**config.mk**
```make
export PLATFORM = sky130hd
export DESIGN_NAME = sr_port_peripheral
export DESIGN_NICKNAME = d
export VERILOG_FILES = /design/src/rtl/sr_port_pkg.sv /design/src/rtl/sr_sync.sv /design/src/rtl/sr_shift_engine.sv /design/src/rtl/sr_irq_ctrl.sv /design/src/rtl/sr_port_peripheral.sv
export SDC_FILE = /design/constraint.sdc
export NUM_CORES = 1
export LEC_CHECK = 0
export ABC_CLOCK_PERIOD_IN_PS = 1630
export BUFFER_PORTS_ARGS = -buffer_cell sky130_fd_sc_hd__buf_2
export CAP_MARGIN = 20
export CORE_MARGIN = 2
export CORE_UTILIZATION = 35
export CTS_CLUSTER_SIZE = 10
export DETAILED_ROUTE_END_ITERATION = 10
export PLACE_DENSITY = 0.63
export SLEW_MARGIN = 30
export SYNTH_ARGS = -nofsm -noshare
export SYNTH_HDL_FRONTEND = slang
export SYNTH_SLANG_ARGS = --single-unit
```
**constraint.sdc**
```tcl
create_clock -name clk_i -period 1.63 [get_ports clk_i]
set_clock_uncertainty 0.05 [all_clocks]
set_input_delay 0.163 -clock clk_i [delete_from_list [all_inputs] [get_ports clk_i]]
set_output_delay 0.163 -clock clk_i [all_outputs]
set_load 0.01 [all_outputs]
```
**src/rtl/sr_port_pkg.sv**
```systemverilog
package sr_port_pkg;
  localparam int unsigned IDX_W = 4;
  localparam logic [IDX_W-1:0] IDX_PB_DATA = 4'd0;
  localparam logic [IDX_W-1:0] IDX_PB_DIR  = 4'd2;
  localparam logic [IDX_W-1:0] IDX_SDATA   = 4'd10;
  localparam logic [IDX_W-1:0] IDX_MODE    = 4'd11;
  localparam logic [IDX_W-1:0] IDX_FLAGS   = 4'd13;
  localparam logic [IDX_W-1:0] IDX_ENABLE  = 4'd14;
  localparam logic [2:0] MODE_EXT_IN  = 3'b011;
  localparam logic [2:0] MODE_EXT_OUT = 3'b111;
  localparam int unsigned SHIFT_IRQ_BIT = 2;
  localparam int unsigned NUM_FLAGS = 7;
endpackage

```
**src/rtl/sr_sync.sv**
```systemverilog
module sr_sync #(
  parameter int unsigned W      = 2,
  parameter int unsigned STAGES = 2
) (
  input  logic         clk_i,
  input  logic         rst_ni,
  input  logic [W-1:0] d_i,
  output logic [W-1:0] q_o
);
  logic [STAGES-1:0][W-1:0] stg_q;

  always_ff @(posedge clk_i or negedge rst_ni) begin
    if (!rst_ni) stg_q[0] <= '0;
    else         stg_q[0] <= d_i;
  end

  for (genvar s = 1; s < STAGES; s++) begin : g_stage
    always_ff @(posedge clk_i or negedge rst_ni) begin
      if (!rst_ni) stg_q[s] <= '0;
      else         stg_q[s] <= stg_q[s-1];
    end
  end

  assign q_o = stg_q[STAGES-1];
endmodule

```
**src/rtl/sr_shift_engine.sv**
```systemverilog
module sr_shift_engine #(
  parameter int unsigned W = 8
) (
  input  logic         clk_i,
  input  logic         rst_ni,
  input  logic         restart_i,
  input  logic         load_i,
  input  logic [W-1:0] load_data_i,
  input  logic         mode_in_i,
  input  logic         mode_out_i,
  input  logic         rise_i,
  input  logic         fall_i,
  input  logic         sdi_i,
  output logic [W-1:0] sr_o,
  output logic         done_o
);
  localparam int unsigned CNT_W = $clog2(W + 1);
  localparam logic [CNT_W-1:0] LAST = CNT_W'(W - 1);

  logic [W-1:0]     sr_q;
  logic [CNT_W-1:0] cnt_q;
  logic             active_q;
  logic             step_in, step_out, step;

  assign step_in  = active_q && mode_in_i  && rise_i;
  assign step_out = active_q && mode_out_i && fall_i;
  assign step     = (step_in || step_out) && !restart_i;
  assign done_o   = step && (cnt_q == LAST);

  always_ff @(posedge clk_i or negedge rst_ni) begin
    if (!rst_ni) begin
      sr_q     <= '0;
      cnt_q    <= '0;
      active_q <= 1'b0;
    end else if (restart_i) begin
      cnt_q    <= '0;
      active_q <= 1'b1;
      if (load_i) sr_q <= load_data_i;
    end else if (step) begin
      // shift-in fills from the line; shift-out rotates so the byte survives
      sr_q  <= {sr_q[W-2:0], step_in ? sdi_i : sr_q[W-1]};
      cnt_q <= cnt_q + 1'b1;
      if (cnt_q == LAST) active_q <= 1'b0;
    end
  end

  assign sr_o = sr_q;
endmodule

```
**src/rtl/sr_irq_ctrl.sv**
```systemverilog
module sr_irq_ctrl #(
  parameter int unsigned N = 7
) (
  input  logic         clk_i,
  input  logic         rst_ni,
  input  logic [N-1:0] set_i,
  input  logic [N-1:0] clr_i,
  input  logic         en_we_i,
  input  logic         en_set_i,
  input  logic [N-1:0] en_mask_i,
  output logic [N-1:0] flags_o,
  output logic [N-1:0] enables_o,
  output logic         irq_o
);
  logic [N-1:0] flag_q, en_q;

  always_ff @(posedge clk_i or negedge rst_ni) begin
    if (!rst_ni) begin
      flag_q <= '0;
      en_q   <= '0;
    end else begin
      flag_q <= set_i | (flag_q & ~clr_i);
      if (en_we_i) en_q <= en_set_i ? (en_q | en_mask_i) : (en_q & ~en_mask_i);
    end
  end

  assign flags_o   = flag_q;
  assign enables_o = en_q;
  assign irq_o     = |(flag_q & en_q);
endmodule

```
**src/rtl/sr_port_peripheral.sv**
```systemverilog
module sr_port_peripheral
  import sr_port_pkg::*;
#(
  parameter int unsigned DW          = 8,
  parameter int unsigned SYNC_STAGES = 2
) (
  input  logic          clk_i,
  input  logic          rst_ni,
  input  logic          cs_i,
  input  logic          we_i,
  input  logic [12:9]   addr_i,
  input  logic [DW-1:0] wdata_i,
  output logic [DW-1:0] rdata_o,
  output logic          irq_o,
  input  logic          sclk_i,
  input  logic          sdata_i,
  output logic          sdata_o,
  input  logic [DW-1:0] pb_in_i,
  output logic [DW-1:0] pb_out_o,
  output logic [DW-1:0] pb_dir_o
);
  logic [IDX_W-1:0] idx;
  logic wr, rd;
  logic [DW-1:0] pb_q, pb_dir_q, mode_q, sr;
  logic [2:0] mode_sel;
  logic [1:0] sync_q;
  logic sclk_s, sdi_s, sclk_prev_q, sclk_rise, sclk_fall;
  logic sd_access, done;
  logic [NUM_FLAGS-1:0] set_v, clr_v, flags, enables;

  assign idx = addr_i;
  assign wr  = cs_i && we_i;
  assign rd  = cs_i && !we_i;

  always_ff @(posedge clk_i or negedge rst_ni) begin
    if (!rst_ni) begin
      pb_q     <= '0;
      pb_dir_q <= '0;
      mode_q   <= '0;
    end else if (wr) begin
      case (idx)
        IDX_PB_DATA: pb_q     <= wdata_i;
        IDX_PB_DIR:  pb_dir_q <= wdata_i;
        IDX_MODE:    mode_q   <= wdata_i;
        default: ;
      endcase
    end
  end

  sr_sync #(.W(2), .STAGES(SYNC_STAGES)) u_sync (
    .clk_i (clk_i),
    .rst_ni(rst_ni),
    .d_i   ({sdata_i, sclk_i}),
    .q_o   (sync_q)
  );
  assign sclk_s = sync_q[0];
  assign sdi_s  = sync_q[1];

  always_ff @(posedge clk_i or negedge rst_ni) begin
    if (!rst_ni) sclk_prev_q <= 1'b0;
    else         sclk_prev_q <= sclk_s;
  end
  assign sclk_rise = sclk_s && !sclk_prev_q;
  assign sclk_fall = !sclk_s && sclk_prev_q;

  assign mode_sel  = mode_q[4:2];
  assign sd_access = cs_i && (idx == IDX_SDATA);

  sr_shift_engine #(.W(DW)) u_engine (
    .clk_i      (clk_i),
    .rst_ni     (rst_ni),
    .restart_i  (sd_access),
    .load_i     (we_i),
    .load_data_i(wdata_i),
    .mode_in_i  (mode_sel == MODE_EXT_IN),
    .mode_out_i (mode_sel == MODE_EXT_OUT),
    .rise_i     (sclk_rise),
    .fall_i     (sclk_fall),
    .sdi_i      (sdi_s),
    .sr_o       (sr),
    .done_o     (done)
  );

  always_comb begin
    set_v = '0;
    set_v[SHIFT_IRQ_BIT] = done;
    clr_v = (wr && idx == IDX_FLAGS) ? wdata_i[NUM_FLAGS-1:0] : '0;
    if (sd_access) clr_v[SHIFT_IRQ_BIT] = 1'b1;
  end

  sr_irq_ctrl #(.N(NUM_FLAGS)) u_irq (
    .clk_i    (clk_i),
    .rst_ni   (rst_ni),
    .set_i    (set_v),
    .clr_i    (clr_v),
    .en_we_i  (wr && idx == IDX_ENABLE),
    .en_set_i (wdata_i[DW-1]),
    .en_mask_i(wdata_i[NUM_FLAGS-1:0]),
    .flags_o  (flags),
    .enables_o(enables),
    .irq_o    (irq_o)
  );

  always_comb begin
    rdata_o = '0;
    if (rd) begin
      case (idx)
        IDX_PB_DATA: rdata_o = (pb_q & pb_dir_q) | (pb_in_i & ~pb_dir_q);
        IDX_PB_DIR:  rdata_o = pb_dir_q;
        IDX_SDATA:   rdata_o = sr;
        IDX_MODE:    rdata_o = mode_q;
        IDX_FLAGS:   rdata_o = {irq_o, flags};
        IDX_ENABLE:  rdata_o = {1'b0, enables};
        default:     rdata_o = '0;
      endcase
    end
  end

  assign sdata_o  = sr[DW-1];
  assign pb_out_o = pb_q;
  assign pb_dir_o = pb_dir_q;
endmodule

```
-- Word level (Yosys, flattened, before mapping)
Cells that the tools add are included.
- add/sub/neg operators: 1
- multipliers: 0
- div/mod/pow operators: 0
- magnitude comparators: 0
- eq/ne operators: 9
- shift-type cells: 0
- multiplexer cells: 14
- bitwise operators: 11
- reduce and logical (&&, ||, !) cells: 27
- operators by type and width (operator ; count):
    one-hot mux 8 bit (6 select lines) ; 1
    2-to-1 mux 8 bit ; 4
    AND 7 bit ; 3
    AND 8 bit ; 2
    equality test 4 bit (second input constant) ; 4
    2-to-1 mux 7 bit ; 2
    NOT 7 bit ; 2
    logical AND 1 bit ; 13
    AND reduction 2 bit ; 5
    2-to-1 mux 4 bit ; 2
    NOT 8 bit ; 1
    bitwise OR 8 bit ; 1
    bitwise OR 3 x 7 -> 7 bit ; 1
    bitwise OR 7 bit ; 1
    OR reduction 7 bit ; 1
    2-to-1 mux 1 bit ; 5
    adder 4 x 1 -> 4 bit (second input constant) ; 1
    equality test 4 x 2 -> 1 bit (second input constant) ; 1
    equality test 4 x 3 -> 1 bit (second input constant) ; 1
    zero test 1 bit ; 4
    zero test 4 bit ; 1
    nonzero test 2 bit ; 2
    equality test 3 x 2 -> 1 bit (second input constant) ; 1
    equality test 3 bit (second input constant) ; 1
    2 further kinds ; 2
- register bits after elaboration: 56
- latch bits: 0
- memory bits (writable): 0
- ROM bits: 0
- input bits: 26
- memories: 0

-- Longest topological paths before layout
Gate-level depths: netlist (run 1).
- word-level depth: 7
- depth in mapped cells: 6
- gate-level depth less buffers: 5

-- Cells and area by module
A second synthesis (run 1) with hierarchy kept.
- cells, all modules: 277
- area total of the unflattened synthesis: 3136.8 sq um
- by module, submodules not included (module ; times used ; cells an instance ; area an instance (sq um)):
    sr_port_peripheral ; 1 ; 150 ; 1705.4
    sr_shift_engine ; 1 ; 75 ; 752.0
    sr_irq_ctrl ; 1 ; 46 ; 564.3
    sr_sync ; 1 ; 6 ; 115.1

-- Worst setup path after synthesis (run 1)
Ideal clock, no wire load.
- path kind: register to register
- from: reg mode_q[4]
- to: reg u_engine.sr_q[0], in the netlist u_engine.sr_o[0]
- setup time: 125 ps
- data arrival time: 1581 ps
- data required time: 1455 ps
- setup slack: -126 ps
- cell stages (with the launch flop): 5
- clock period less this slack: 1756 ps
- cells stage by stage: dfrtp_1 -> or3b_1 -> a21oi_2 -> mux2_4 -> mux2_4
- word-level cells in the longest chain between the ends: 7
- elaborated cells on any way between the ends: 13
- classes of those cells: eq/ne (2); mux (3); reduce/logical (8)
- RTL lines (what ; RTL line ; text):
    start, declared ; sr_port_peripheral.sv:24 ; logic [DW-1:0] pb_q, pb_dir_q, mode_q, sr;
    start signal, assigned ; sr_port_peripheral.sv:44 ; IDX_MODE: mode_q <= wdata_i;
    equality test 3 x 2 -> 1 bit or equality test 3 bit (tied branches) ; sr_port_peripheral.sv:75, sr_port_peripheral.sv:76 ;
    logical AND 1 bit (on tied branches) (2 in series) ; sr_shift_engine.sv:25, sr_shift_engine.sv:26 ;
    logical OR 1 bit ; sr_shift_engine.sv:27 ; assign step = (step_in || step_out) && !restart_i;
    logical AND 1 bit ; sr_shift_engine.sv:27 ;
    nonzero test 2 bit (no source line) ; n/a ;
    AND reduction 2 bit (no source line) ; n/a ;
    end signal, assigned ; sr_shift_engine.sv:38 ; if (load_i) sr_q <= load_data_i;
    end signal, assigned ; sr_shift_engine.sv:41 ; sr_q <= {sr_q[W-2:0], step_in ? sdi_i : sr_q[W-1]};
    end, declared ; sr_shift_engine.sv:20 ; logic [W-1:0] sr_q;
Parallel ways exist; a longest one is shown, timed or not. The select of a mux whose other input is x is not followed.
A chain may end at the register's enable or synchronous reset.

==> flow_summary.ini, run 1 <==
[worst_hold_path]
worstHoldStart = wdata_i[6]
min-delay-path-class = in -> reg

[setup_path]
crit_arrival_ns = 1.82
sort_of_element_at_the_end_of_the_critical_path = output pin
cp_data_required_time_ns = 1.42
crit-reg2reg-launch = sclk_prev_q
critical_path_maximum_fanout = 3
path_class = reg -> out
timing.critical_path.from_type = flip-flop

[sta]
unrepaired_setup_endpoints_after_global_routing = true
clock.fmax_ghz = 0.491
min_period_ns = 2.04
layout_setup_ws_ns = -0.407
layout_worst_path_cycle_share = 1.25
tightest_slew_ns = 0.462
timing.setup.tns_ns = -1.51
slew_viol_final = 0
slew_headroom = 0.692
final-setup-viol-count = 12
final_hold_viol_count = 0

[cells_and_area]
final_cell_mix = 56 x sky130_fd_sc_hd__dfrtp_1, 47 x sky130_fd_sc_hd__buf_2, 45 x sky130_fd_sc_hd__buf_4
n_antenna_cell = 0
final.fill_count = 780
most_common_cell_after_layout_fill_and_taps_aside = sky130_fd_sc_hd__dfrtp_1
final-instance-count-excl-fill = 459
drive_gt1_frac = 0.508
number_of_nets_in_the_final_layout = 380
area_occupied_by_multi_input_gates_mm2 = 0.00161
area.sequential_mm2 = 0.00140
syn2layout_area_growth_pct = 33.4

[synthesis]
ys_dominant_reg_cell = sky130_fd_sc_hd__dfrtp_1
synth_seq_area_share = 0.466
async_flop_share = 1.00
synth_nets = 279
postSynthAreaPerCell_um2 = 11.9
ys_warnings = 0
synth_cells = 252
synthesis.area_mm2 = 0.00301
netlist_cell_types = 46
synth_seq_cells = 56
synth-edff-count = 0

[clocking]
clockRootBuffer = sky130_fd_sc_hd__clkbuf_8
cts_tree = done
worst_skew_pair.late_latency_ns = 0.31
cts-root-to-sink-buffers = 2
numCtsBuffers = 5
clkSinkCount = 56
cts-htree-levels = 2
clk_pin_slew_worst_paths_ns = 0.10

[status]
result_of_the_run = finished, violations left
violations_in_the_final_reports = setup timing

[detailed_routing]
routed_wl_um = 7910
drc = 0
dr_total_vias = 2374
antenna_left = 0
routed_via_density = 5.17
avgRoutedWirePerCell_um = 17.2
router_iterations_before_antenna_repair = 4
detail_route.iter0.violations = 82

[global_route]
grt_pass1_wl_um = 12600
largest_net_degree_at_the_start_of_global_routing = 22
grt_pass1_vias = 2318
globalRoute.totalOverflow = 0
antenna_found_initial = 0
groute.usage.overall = 0.166

[placed_design]
placement.setup.worst_slack_ns = -0.119
place_inst = 441
dp.final_hpwl_um = 5780
io_buffers = 51
final_estimated_routing_congestion_in_global_placement = 0.774

[floorplanning]
initial_utilization = 0.364
core_region_area_mm2 = 0.00826
die_height_um = 96.7
die_area_mm2 = 0.00934
rows = 33
io_pins = 52
die_width_um = 96.7

[run]
reported_max_cap_violation_count = 0

[power]
p_total_mw = 3.50
vdd.ir_drop.worst_uv = 513
pwr_density_cell_mw_per_mm2 = 873
leakagePower_nw = 1.88
## per-stage QoR
step,utilization,hold slack (ns),instance area [um^2]
2_1_floorplan,-,-0.183,3020
3_3_place_gp,0.445,0.0845,3670
3_5_place_dp,0.445,0.0876,3670
4_1_cts,0.472,0.0765,3900
5_1_grt,0.485,0.0913,4010
6_report,0.485,0.0793,4010
## worst max-delay path, cell delays in order (launching register included)
cell,delay [ns]
sky130_fd_sc_hd__dfrtp_1,0.41
sky130_fd_sc_hd__a222oi_1,0.38
sky130_fd_sc_hd__buf_4,0.19
sky130_fd_sc_hd__nand3_2,0.07
sky130_fd_sc_hd__or4b_4,0.21
sky130_fd_sc_hd__a41oi_2,0.08
sky130_fd_sc_hd__buf_2,0.17
## logic make-up (layout without fill, tap and decap cells)
kind of cell,after synthesis,in the layout,synth area share
adder cells (fa/ha/maj),1,1,0.00416
XOR/XNOR,3,3,0.00874
AND/OR/NAND/NOR,80,80,0.182
flip-flops,56,56,0.466
AO/OA/AOI/OAI,43,43,0.0991
multiplexers,55,55,0.215
buffers and inverters,14,116,0.0246
## path summary, 6_finish.rpt
| path | endpoint | slack (ns) | cells after the start |
|---|---|---|---|
| setup / recovery | rdata_o[7] | -0.41 | 6 |
| hold reg to reg | u_sync.q_o[0] | 0.31 | 0 |
| max in group asynchronous | mode_q[5] | 0.60 | 3 |
| hold / removal | u_irq.flags_o[6] | 0.08 | 2 |
| setup reg to reg | u_engine.sr_o[7] | -0.08 | 4 |
| min in group asynchronous | async pin | 0.29 | 2 |
## synth_stat cells, types with 2 or more instances
library cell / number / area share
sky130_fd_sc_hd__dfrtp_1: 56 / 0.47
sky130_fd_sc_hd__buf_4: 2 / 0.0050
sky130_fd_sc_hd__mux2_1: 3 / 0.011
sky130_fd_sc_hd__o21ai_0: 3 / 0.0050
sky130_fd_sc_hd__nand2_1: 18 / 0.022
sky130_fd_sc_hd__nor2_1: 14 / 0.017
sky130_fd_sc_hd__a21oi_1: 8 / 0.013
sky130_fd_sc_hd__mux2_4: 9 / 0.045
sky130_fd_sc_hd__a21o_1: 8 / 0.020
sky130_fd_sc_hd__a21boi_0: 6 / 0.015
sky130_fd_sc_hd__a211oi_1: 2 / 0.0050
sky130_fd_sc_hd__clkbuf_1: 3 / 0.0037
sky130_fd_sc_hd__nand3b_1: 24 / 0.060
sky130_fd_sc_hd__mux2i_1: 6 / 0.020
sky130_fd_sc_hd__buf_2: 5 / 0.0083
sky130_fd_sc_hd__a31oi_1: 10 / 0.021
sky130_fd_sc_hd__a22oi_1: 2 / 0.0050
sky130_fd_sc_hd__nor4_4: 2 / 0.014
sky130_fd_sc_hd__nand2b_1: 2 / 0.0042
sky130_fd_sc_hd__mux2_2: 37 / 0.14
sky130_fd_sc_hd__nor2b_1: 2 / 0.0042
sky130_fd_sc_hd__xnor2_1: 3 / 0.0087
sky130_fd_sc_hd__nand3_1: 4 / 0.0067
## routing by layer
layer | track usage | vias up | share of wire
li1 | - | 1123 | -
met1 | 0.223 | 1204 | 0.46
met2 | 0.279 | 40 | 0.50
met3 | 0.0253 | 7 | 0.023
met4 | 0.0466 | 0 | 0.013
met5 | 0 | - | 0
## cell type report
class / instances / share of cell area
Sequential cell: 56 / 0.350
Clock buffer: 7 / 0.0240
Inverter: 2 / 0.00187
Multi-Input combinational cell: 182 / 0.401
Clock inverter: 1 / 0.00749
Timing Repair Buffer: 106 / 0.183
Tap cell: 105 / 0.0328
## what timing repair did
| action | 4_1_cts | 5_1_grt |
|---|---|---|
| gates resized for setup | 8 | 26 |
| hold endpoints to repair | 21 | 0 |
| hold buffers | 3 | 0 |
| pin swaps | 10 | 19 |
| setup endpoints to repair | 15 | 20 |
| setup buffers | 5 | 3 |
| gates cloned | 0 | 1 |
## power breakdown
part	leakage [nW]	switching (mW)	internal (mW)
Clock	0.0645	0.461	0.543
Combinational	1.09	0.343	0.408
Sequential	0.728	0.159	1.58
Total	1.88	0.964	2.54
(Power assumes the default switching activity.)
==> run 2, diff against run 1 <==
--- a/config.mk
+++ b/config.mk
@@ -5,6 +5,7 @@
 export SDC_FILE = /design/constraint.sdc
 export NUM_CORES = 1
 export LEC_CHECK = 0
+export ABC_AREA = 1
 export ABC_CLOCK_PERIOD_IN_PS = 1630
 export BUFFER_PORTS_ARGS = -buffer_cell sky130_fd_sc_hd__buf_2
 export CAP_MARGIN = 20
==> run 2 against run 1 <==
The run still ends with setup timing left. Core utilization shrank 4.6 points. Power shrank 13%. Via count up 17%. Area after synthesis down 1.5%. Combinational power fell by 22%. Critical path type unchanged. Largest cell class is now flip-flops and latches.
==> flow_summary.ini, run 2 <==
[global_route]
groute.usage.overall = 0.181
largest_net_degree_at_the_start_of_global_routing = 33
grt_pass1_vias = 2602
grt_pass1_wl_um = 12600
globalRoute.totalOverflow = 0
antenna_found_initial = 0

[synthesis]
postSynthAreaPerCell_um2 = 7.40
synth_seq_cells = 56
synth.top_cells.by_area = sky130_fd_sc_hd__dfrtp_1 47%, sky130_fd_sc_hd__nand2_1 17%, sky130_fd_sc_hd__o21ai_0 6.3%, sky130_fd_sc_hd__inv_1 5.3%, sky130_fd_sc_hd__nand3_1 4.7%
async_flop_share = 1.00
netlist_cell_types = 27
synth.most_common_cell = sky130_fd_sc_hd__nand2_1
synthTopCellsByCount = 138 x sky130_fd_sc_hd__nand2_1, 56 x sky130_fd_sc_hd__dfrtp_1, 42 x sky130_fd_sc_hd__inv_1, 37 x sky130_fd_sc_hd__o21ai_0, 34 x sky130_fd_sc_hd__nor2_1
synth_nets = 427
synthesis.area_mm2 = 0.00296
ys_dominant_reg_cell = sky130_fd_sc_hd__dfrtp_1
synth-edff-count = 0
synth_cells = 400
synthDominantAreaCellType = sky130_fd_sc_hd__dfrtp_1
synth_seq_area_share = 0.473
ys_warnings = 0
portion_of_synthesized_cell_area_occupied_by_the_leading_cell_type = 0.473

[worst_hold_path]
min_delay_path_depth = 3
min-delay-path-class = in -> reg

[placed_design]
final_estimated_routing_congestion_in_global_placement = 0.891
dp.final_hpwl_um = 6010
io_buffers = 51

[cells_and_area]
drive_gt1_frac = 0.238
area.sequential_mm2 = 0.00140
final_cell_mix = 136 x sky130_fd_sc_hd__nand2_1, 56 x sky130_fd_sc_hd__dfrtp_1, 51 x sky130_fd_sc_hd__buf_2
most_common_cell_after_layout_fill_and_taps_aside = sky130_fd_sc_hd__nand2_1
finish.utilization = 0.440
number_of_nets_in_the_final_layout = 497
area_occupied_by_multi_input_gates_mm2 = 0.00137
syn2layout_area_growth_pct = 22.1
n_antenna_cell = 0
final.fill_count = 861

[detailed_routing]
met2_wirelength_um = 3720
avgRoutedWirePerCell_um = 13.8
router_iterations_before_antenna_repair = 4
met3_wirelength_um = 511
drc = 0
antenna_left = 0
routed_via_density = 4.83
drt-met1-wl_um = 3650
top_layer_used = met4
routed_wl_um = 7950
detail_route.iter0.violations = 185
dr_total_vias = 2783

[floorplanning]
die_area_mm2 = 0.00921
core_region_area_mm2 = 0.00822
die_height_um = 96.0
rows = 33
die_width_um = 96.0
initial_utilization = 0.360
io_pins = 52

[clocking]
cts_tree = done
numCtsBuffers = 5
cts-htree-levels = 2
worst_skew_pair.late_latency_ns = 0.31
clockRootBuffer = sky130_fd_sc_hd__clkbuf_8
clk_pin_slew_worst_paths_ns = 0.10
clkSinkCount = 56
cts-root-to-sink-buffers = 2

[sta]
min_period_ns = 1.63
unrepaired_setup_endpoints_after_global_routing = true
final-setup-viol-count = 1
timing.setup.tns_ns = -0.000378
tightest_slew_ns = 0.419
slew_viol_final = 0
clock.fmax_ghz = 0.613
layout_worst_path_cycle_share = 1.00
layout_setup_ws_ns = -0.000378
final_hold_viol_count = 0
slew_headroom = 0.720

[setup_path]
path_class = reg -> out
crit_top_cell = sky130_fd_sc_hd__nand2_1
critical_path_maximum_fanout = 2
timing.critical_path.from_type = flip-flop
cp_data_required_time_ns = 1.42
cp.depth = 9
crit_arrival_ns = 1.42
buffer_and_inverter_count_on_the_worst_path = 2
path_cells = nand2_1, nand2_1, nor2_2, nand2_1, nand2_1, nand3_1, nand2_1, inv_1, buf_2
critPathSlowestCell = sky130_fd_sc_hd__dfrtp_1
top_cell_family_by_delay_on_the_critical_path = simple AND/OR/NAND/NOR gates
sort_of_element_at_the_end_of_the_critical_path = output pin
slowest_delay_ns = 0.40
r2r_cells = 8

[power]
vdd.ir_drop.worst_uv = 323
leakagePower_nw = 1.96
pwr_density_cell_mw_per_mm2 = 845

[status]
violations_in_the_final_reports = setup timing
result_of_the_run = finished, violations left

[run]
reported_max_cap_violation_count = 0
==> run 2: cell types whose count changed in the layout (fill, tap and decap cells not counted), moves of 12 or more <==
| cell | before | now |
|---|---|---|
| sky130_fd_sc_hd__inv_1 | 1 | 41 |
| sky130_fd_sc_hd__mux2_2 | 35 | 0 |
| sky130_fd_sc_hd__nand2_1 | 18 | 136 |
| sky130_fd_sc_hd__nand3b_1 | 24 | 0 |
| sky130_fd_sc_hd__buf_4 | 45 | 15 |
| sky130_fd_sc_hd__nand3_1 | 2 | 28 |
| sky130_fd_sc_hd__o21ai_0 | 3 | 37 |
| sky130_fd_sc_hd__nor2_1 | 14 | 26 |
==> run 2: repair_timing <==
item / in CTS / in global routing
hold buffers: 3 / 0
setup buffers: 6 / 2
pin swaps: 1 / 5
endpoints found under the hold margin: 13 / 0
gates resized for setup: 0 / 15
setup endpoints to repair: 1 / 8
==> run 2: worst min-delay path, delay by kind of cell <==
kind,cells,cell delay (ns)
buffers and inverters,1,0.10
AO/OA/AOI/OAI,1,0.07
AND/OR/NAND/NOR,1,0.07
==> run 2: stage by stage <==
stage / power, mW / setup WS [ns] / instances / cell area, um^2 / hold WS [ns]
after floorplan: 1.99 / 0.373 / 400 / 2960 / -0.183
after global placement: 2.23 / 0.124 / 557 / 3390 / 0.0244
after detailed placement: 2.24 / 0.0966 / 557 / 3390 / 0.0319
after CTS: 3.07 / -0.0402 / 574 / 3560 / 0.0695
after global routing: 3.25 / -0.107 / 576 / 3610 / 0.0839
final: 3.05 / -0.000378 / 576 / 3610 / 0.0750
==> run 2: path summary, 6_finish.rpt <==
kind / start / end / slack (ns)
setup / recovery: u_irq.flags_o[2] / rdata_o[7] / -0.0004
hold / removal: wdata_i[6] / flip-flop / 0.08
setup reg to reg: mode_q[4] / u_engine.active_q / 0.21
hold reg to reg: u_sync.stg_q[0] / u_sync.q_o[0] / 0.31
max in group asynchronous: rst_ni / u_engine.sr_o[6] / 0.82
min in group asynchronous: rst_ni / pb_dir_o[1] / 0.22
==> run 2: layout make-up <==
class | instances | area share
Sequential cell | 56 | 0.388
Multi-Input combinational cell | 288 | 0.379
Inverter | 48 | 0.0498
Timing Repair Buffer | 71 | 0.121
Clock inverter | 1 | 0.00208
Clock buffer | 7 | 0.0239
Tap cell | 105 | 0.0363
==> run 2: logic make-up after synthesis <==
group / synth area share
buf+inv: 0.0782
fa+ha+maj: 0.00422
simple gates: 0.326
compound gates: 0.119
flops: 0.473
==> run 2: routing by layer <==
layer | track usage | up-vias
met2 | 0.304 | 82
met5 | 0 | -
li1 | - | 1407
met3 | 0.0352 | 5
met1 | 0.238 | 1289
met4 | 0.0452 | 0
==> run 2: power breakdown <==
part / total [mW] / switching [mW] / leakage [nW] / internal, mW
Combinational: 0.583 / 0.348 / 1.17 / 0.235
Clock: 0.799 / 0.452 / 0.0445 / 0.347
Sequential: 1.67 / 0.127 / 0.738 / 1.55
Total: 3.05 / 0.927 / 1.96 / 2.13
==> run 3, diff against run 2 <==
--- a/config.mk
+++ b/config.mk
@@ -10,10 +10,10 @@
 export BUFFER_PORTS_ARGS = -buffer_cell sky130_fd_sc_hd__buf_2
 export CAP_MARGIN = 20
 export CORE_MARGIN = 2
-export CORE_UTILIZATION = 35
+export CORE_UTILIZATION = 50
 export CTS_CLUSTER_SIZE = 10
 export DETAILED_ROUTE_END_ITERATION = 10
-export PLACE_DENSITY = 0.63
+export PLACE_DENSITY = 0.82
 export SLEW_MARGIN = 30
 export SYNTH_ARGS = -nofsm -noshare
 export SYNTH_HDL_FRONTEND = slang
==> run 3 against run 2 <==
The flow still finishes with violations (setup timing). Die area shrank 29%. Combinational power shrank 3%. Cell count shrank 5.9%. Sequential power is essentially flat. Sequential cell count is the same. Routed wire length shrank 6.9%. Power grew 7.7%. Hold slack lost 0.0027 ns. Setup slack lost 0.024 ns. Largest cell class unchanged.
==> flow_summary.ini, run 3 (synthesis gave the netlist of run 2 again) <==
[detailed_routing]
detail_route.iter0.violations = 256
dr_total_vias = 2850
routed_via_density = 5.26
avgRoutedWirePerCell_um = 13.7
router_iterations_before_antenna_repair = 6
antenna_left = 0
routed_wl_um = 7400
drc = 0

[clocking]
cts-htree-levels = 2
cts_tree = done
numCtsBuffers = 5
clkSinkCount = 56
cts-root-to-sink-buffers = 2
clk_pin_slew_worst_paths_ns = 0.09
worst_skew_pair.late_latency_ns = 0.32
clockRootBuffer = sky130_fd_sc_hd__clkbuf_8

[setup_path]
critical_path_maximum_fanout = 3
cp.depth = 9
top_cell_family_by_delay_on_the_critical_path = simple AND/OR/NAND/NOR gates
timing.critical_path.from_type = flip-flop
critPathSlowestCell = sky130_fd_sc_hd__dfrtp_1
slowest_delay_ns = 0.42
sort_of_element_at_the_end_of_the_critical_path = output pin
crit_arrival_ns = 1.44
r2r_cells = 9
path_cells = nand2_1, nand2_1, nor2_1, nand2_1, nand2_2, nand3_2, nand2_2, inv_2, buf_6
path_class = reg -> out
crit_top_cell = sky130_fd_sc_hd__nand2_1
buffer_and_inverter_count_on_the_worst_path = 2
cp_data_required_time_ns = 1.42

[global_route]
grt_pass1_wl_um = 11900
largest_net_degree_at_the_start_of_global_routing = 57
antenna_found_initial = 0
groute.usage.overall = 0.239
grt_pass1_vias = 2532
globalRoute.totalOverflow = 0

[placed_design]
placement.setup.worst_slack_ns = 0.0985
dp.final_hpwl_um = 5410
final_estimated_routing_congestion_in_global_placement = 0.937
io_buffers = 51
place_inst = 525

[floorplanning]
core_region_area_mm2 = 0.00582
die_width_um = 81.0
die_height_um = 81.0
rows = 28
io_pins = 52
die_area_mm2 = 0.00655
initial_utilization = 0.509

[cells_and_area]
final-instance-count-excl-fill = 542
final_cell_mix = 134 x sky130_fd_sc_hd__nand2_1, 56 x sky130_fd_sc_hd__dfrtp_1, 50 x sky130_fd_sc_hd__buf_2
number_of_nets_in_the_final_layout = 494
most_common_cell_after_layout_fill_and_taps_aside = sky130_fd_sc_hd__nand2_1
drive_gt1_frac = 0.216
area.sequential_mm2 = 0.00140
final.fill_count = 526
syn2layout_area_growth_pct = 20.1
area_occupied_by_multi_input_gates_mm2 = 0.00134
n_antenna_cell = 0

[sta]
layout_worst_path_cycle_share = 1.02
clock.fmax_ghz = 0.604
worst_case_hold_slack_ns = 0.0723
slew_viol_final = 0
timing.setup.tns_ns = -0.0246
min_period_ns = 1.65
final-setup-viol-count = 1
final_hold_viol_count = 0
slew_headroom = 0.739
layout_setup_ws_ns = -0.0246
tightest_slew_ns = 0.391
unrepaired_setup_endpoints_after_global_routing = true

[worst_hold_path]
min_delay_path_depth = 3
min-delay-path-class = in -> reg

[run]
reported_max_cap_violation_count = 0

[power]
p_total_mw = 3.29
pwr_density_cell_mw_per_mm2 = 925
vdd.ir_drop.worst_uv = 475
leakagePower_nw = 1.95

[status]
violations_in_the_final_reports = setup timing
result_of_the_run = finished, violations left
==> run 3: cell types whose count changed in the layout (fill, tap and decap cells not counted), moves of 2 or more <==
cell,delta
sky130_fd_sc_hd__nor2_1,+8
sky130_fd_sc_hd__nor2_2,-7
sky130_fd_sc_hd__a21oi_1,+3
sky130_fd_sc_hd__a21oi_2,-3
sky130_fd_sc_hd__buf_4,-2
sky130_fd_sc_hd__bufinv_16,+2
sky130_fd_sc_hd__nand2_1,-2
sky130_fd_sc_hd__nand2_2,+2
==> run 3: path summary, 6_finish.rpt <==
check / startpoint / endpoint / slack, ns
min: wdata_i[6] / flip-flop / 0.07
max in group asynchronous: rst_ni / u_engine.sr_o[7] / 0.97
max: flip-flop / rdata_o[7] / -0.02
max reg2reg: mode_q[3] / u_engine.active_q / 0.20
min reg2reg: u_sync.stg_q[0] / u_sync.q_o[0] / 0.30
min in group asynchronous: rst_ni / u_irq.flags_o[6] / 0.32
==> run 3: tightest hold or removal path: stages <==
cell,delay [ns]
sky130_fd_sc_hd__buf_2,0.10
sky130_fd_sc_hd__nand2_1,0.07
sky130_fd_sc_hd__o21ai_0,0.07
==> run 3: where the power goes <==
group | internal [mW] | leakage, nW | switching (mW) | total [mW]
logic | 0.231 | 1.15 | 0.337 | 0.568
clock network | 0.604 | 0.0642 | 0.439 | 1.04
registers | 1.55 | 0.738 | 0.133 | 1.68
total | 2.38 | 1.95 | 0.909 | 3.29
==> run 3: routing by layer <==
metal,GRT usage,wire [um],vias up,share of wire
li1,-,-,1400,-
met1,0.304,3210,1294,0.43
met2,0.400,3400,131,0.46
met3,0.0467,527,25,0.071
met4,0.100,257,0,0.035
met5,0,0,-,0
==> run 3: area by class of cell <==
class	count	area share
Sequential cell	56	0.394
Multi-Input combinational cell	288	0.378
Timing Repair Buffer	68	0.115
Inverter	48	0.0507
Tap cell	75	0.0264
Clock buffer	5	0.0193
Clock inverter	2	0.0169
==> run 3: per-stage QoR <==
stage,instance area (um^2),util
2_1_floorplan,2960,-
3_3_place_gp,3320,0.572
3_5_place_dp,3320,0.572
4_1_cts,3490,0.600
5_1_grt,3560,0.612
6_report,3560,0.612
==> run 3: repair_timing <==
action,in CTS,in global routing
pin swaps,1,4
endpoints found under the setup margin,1,8
gates cloned,0,0
hold endpoints to repair,58,0
resized for setup,0,7
hold buffers,3,0
setup buffers,1,6
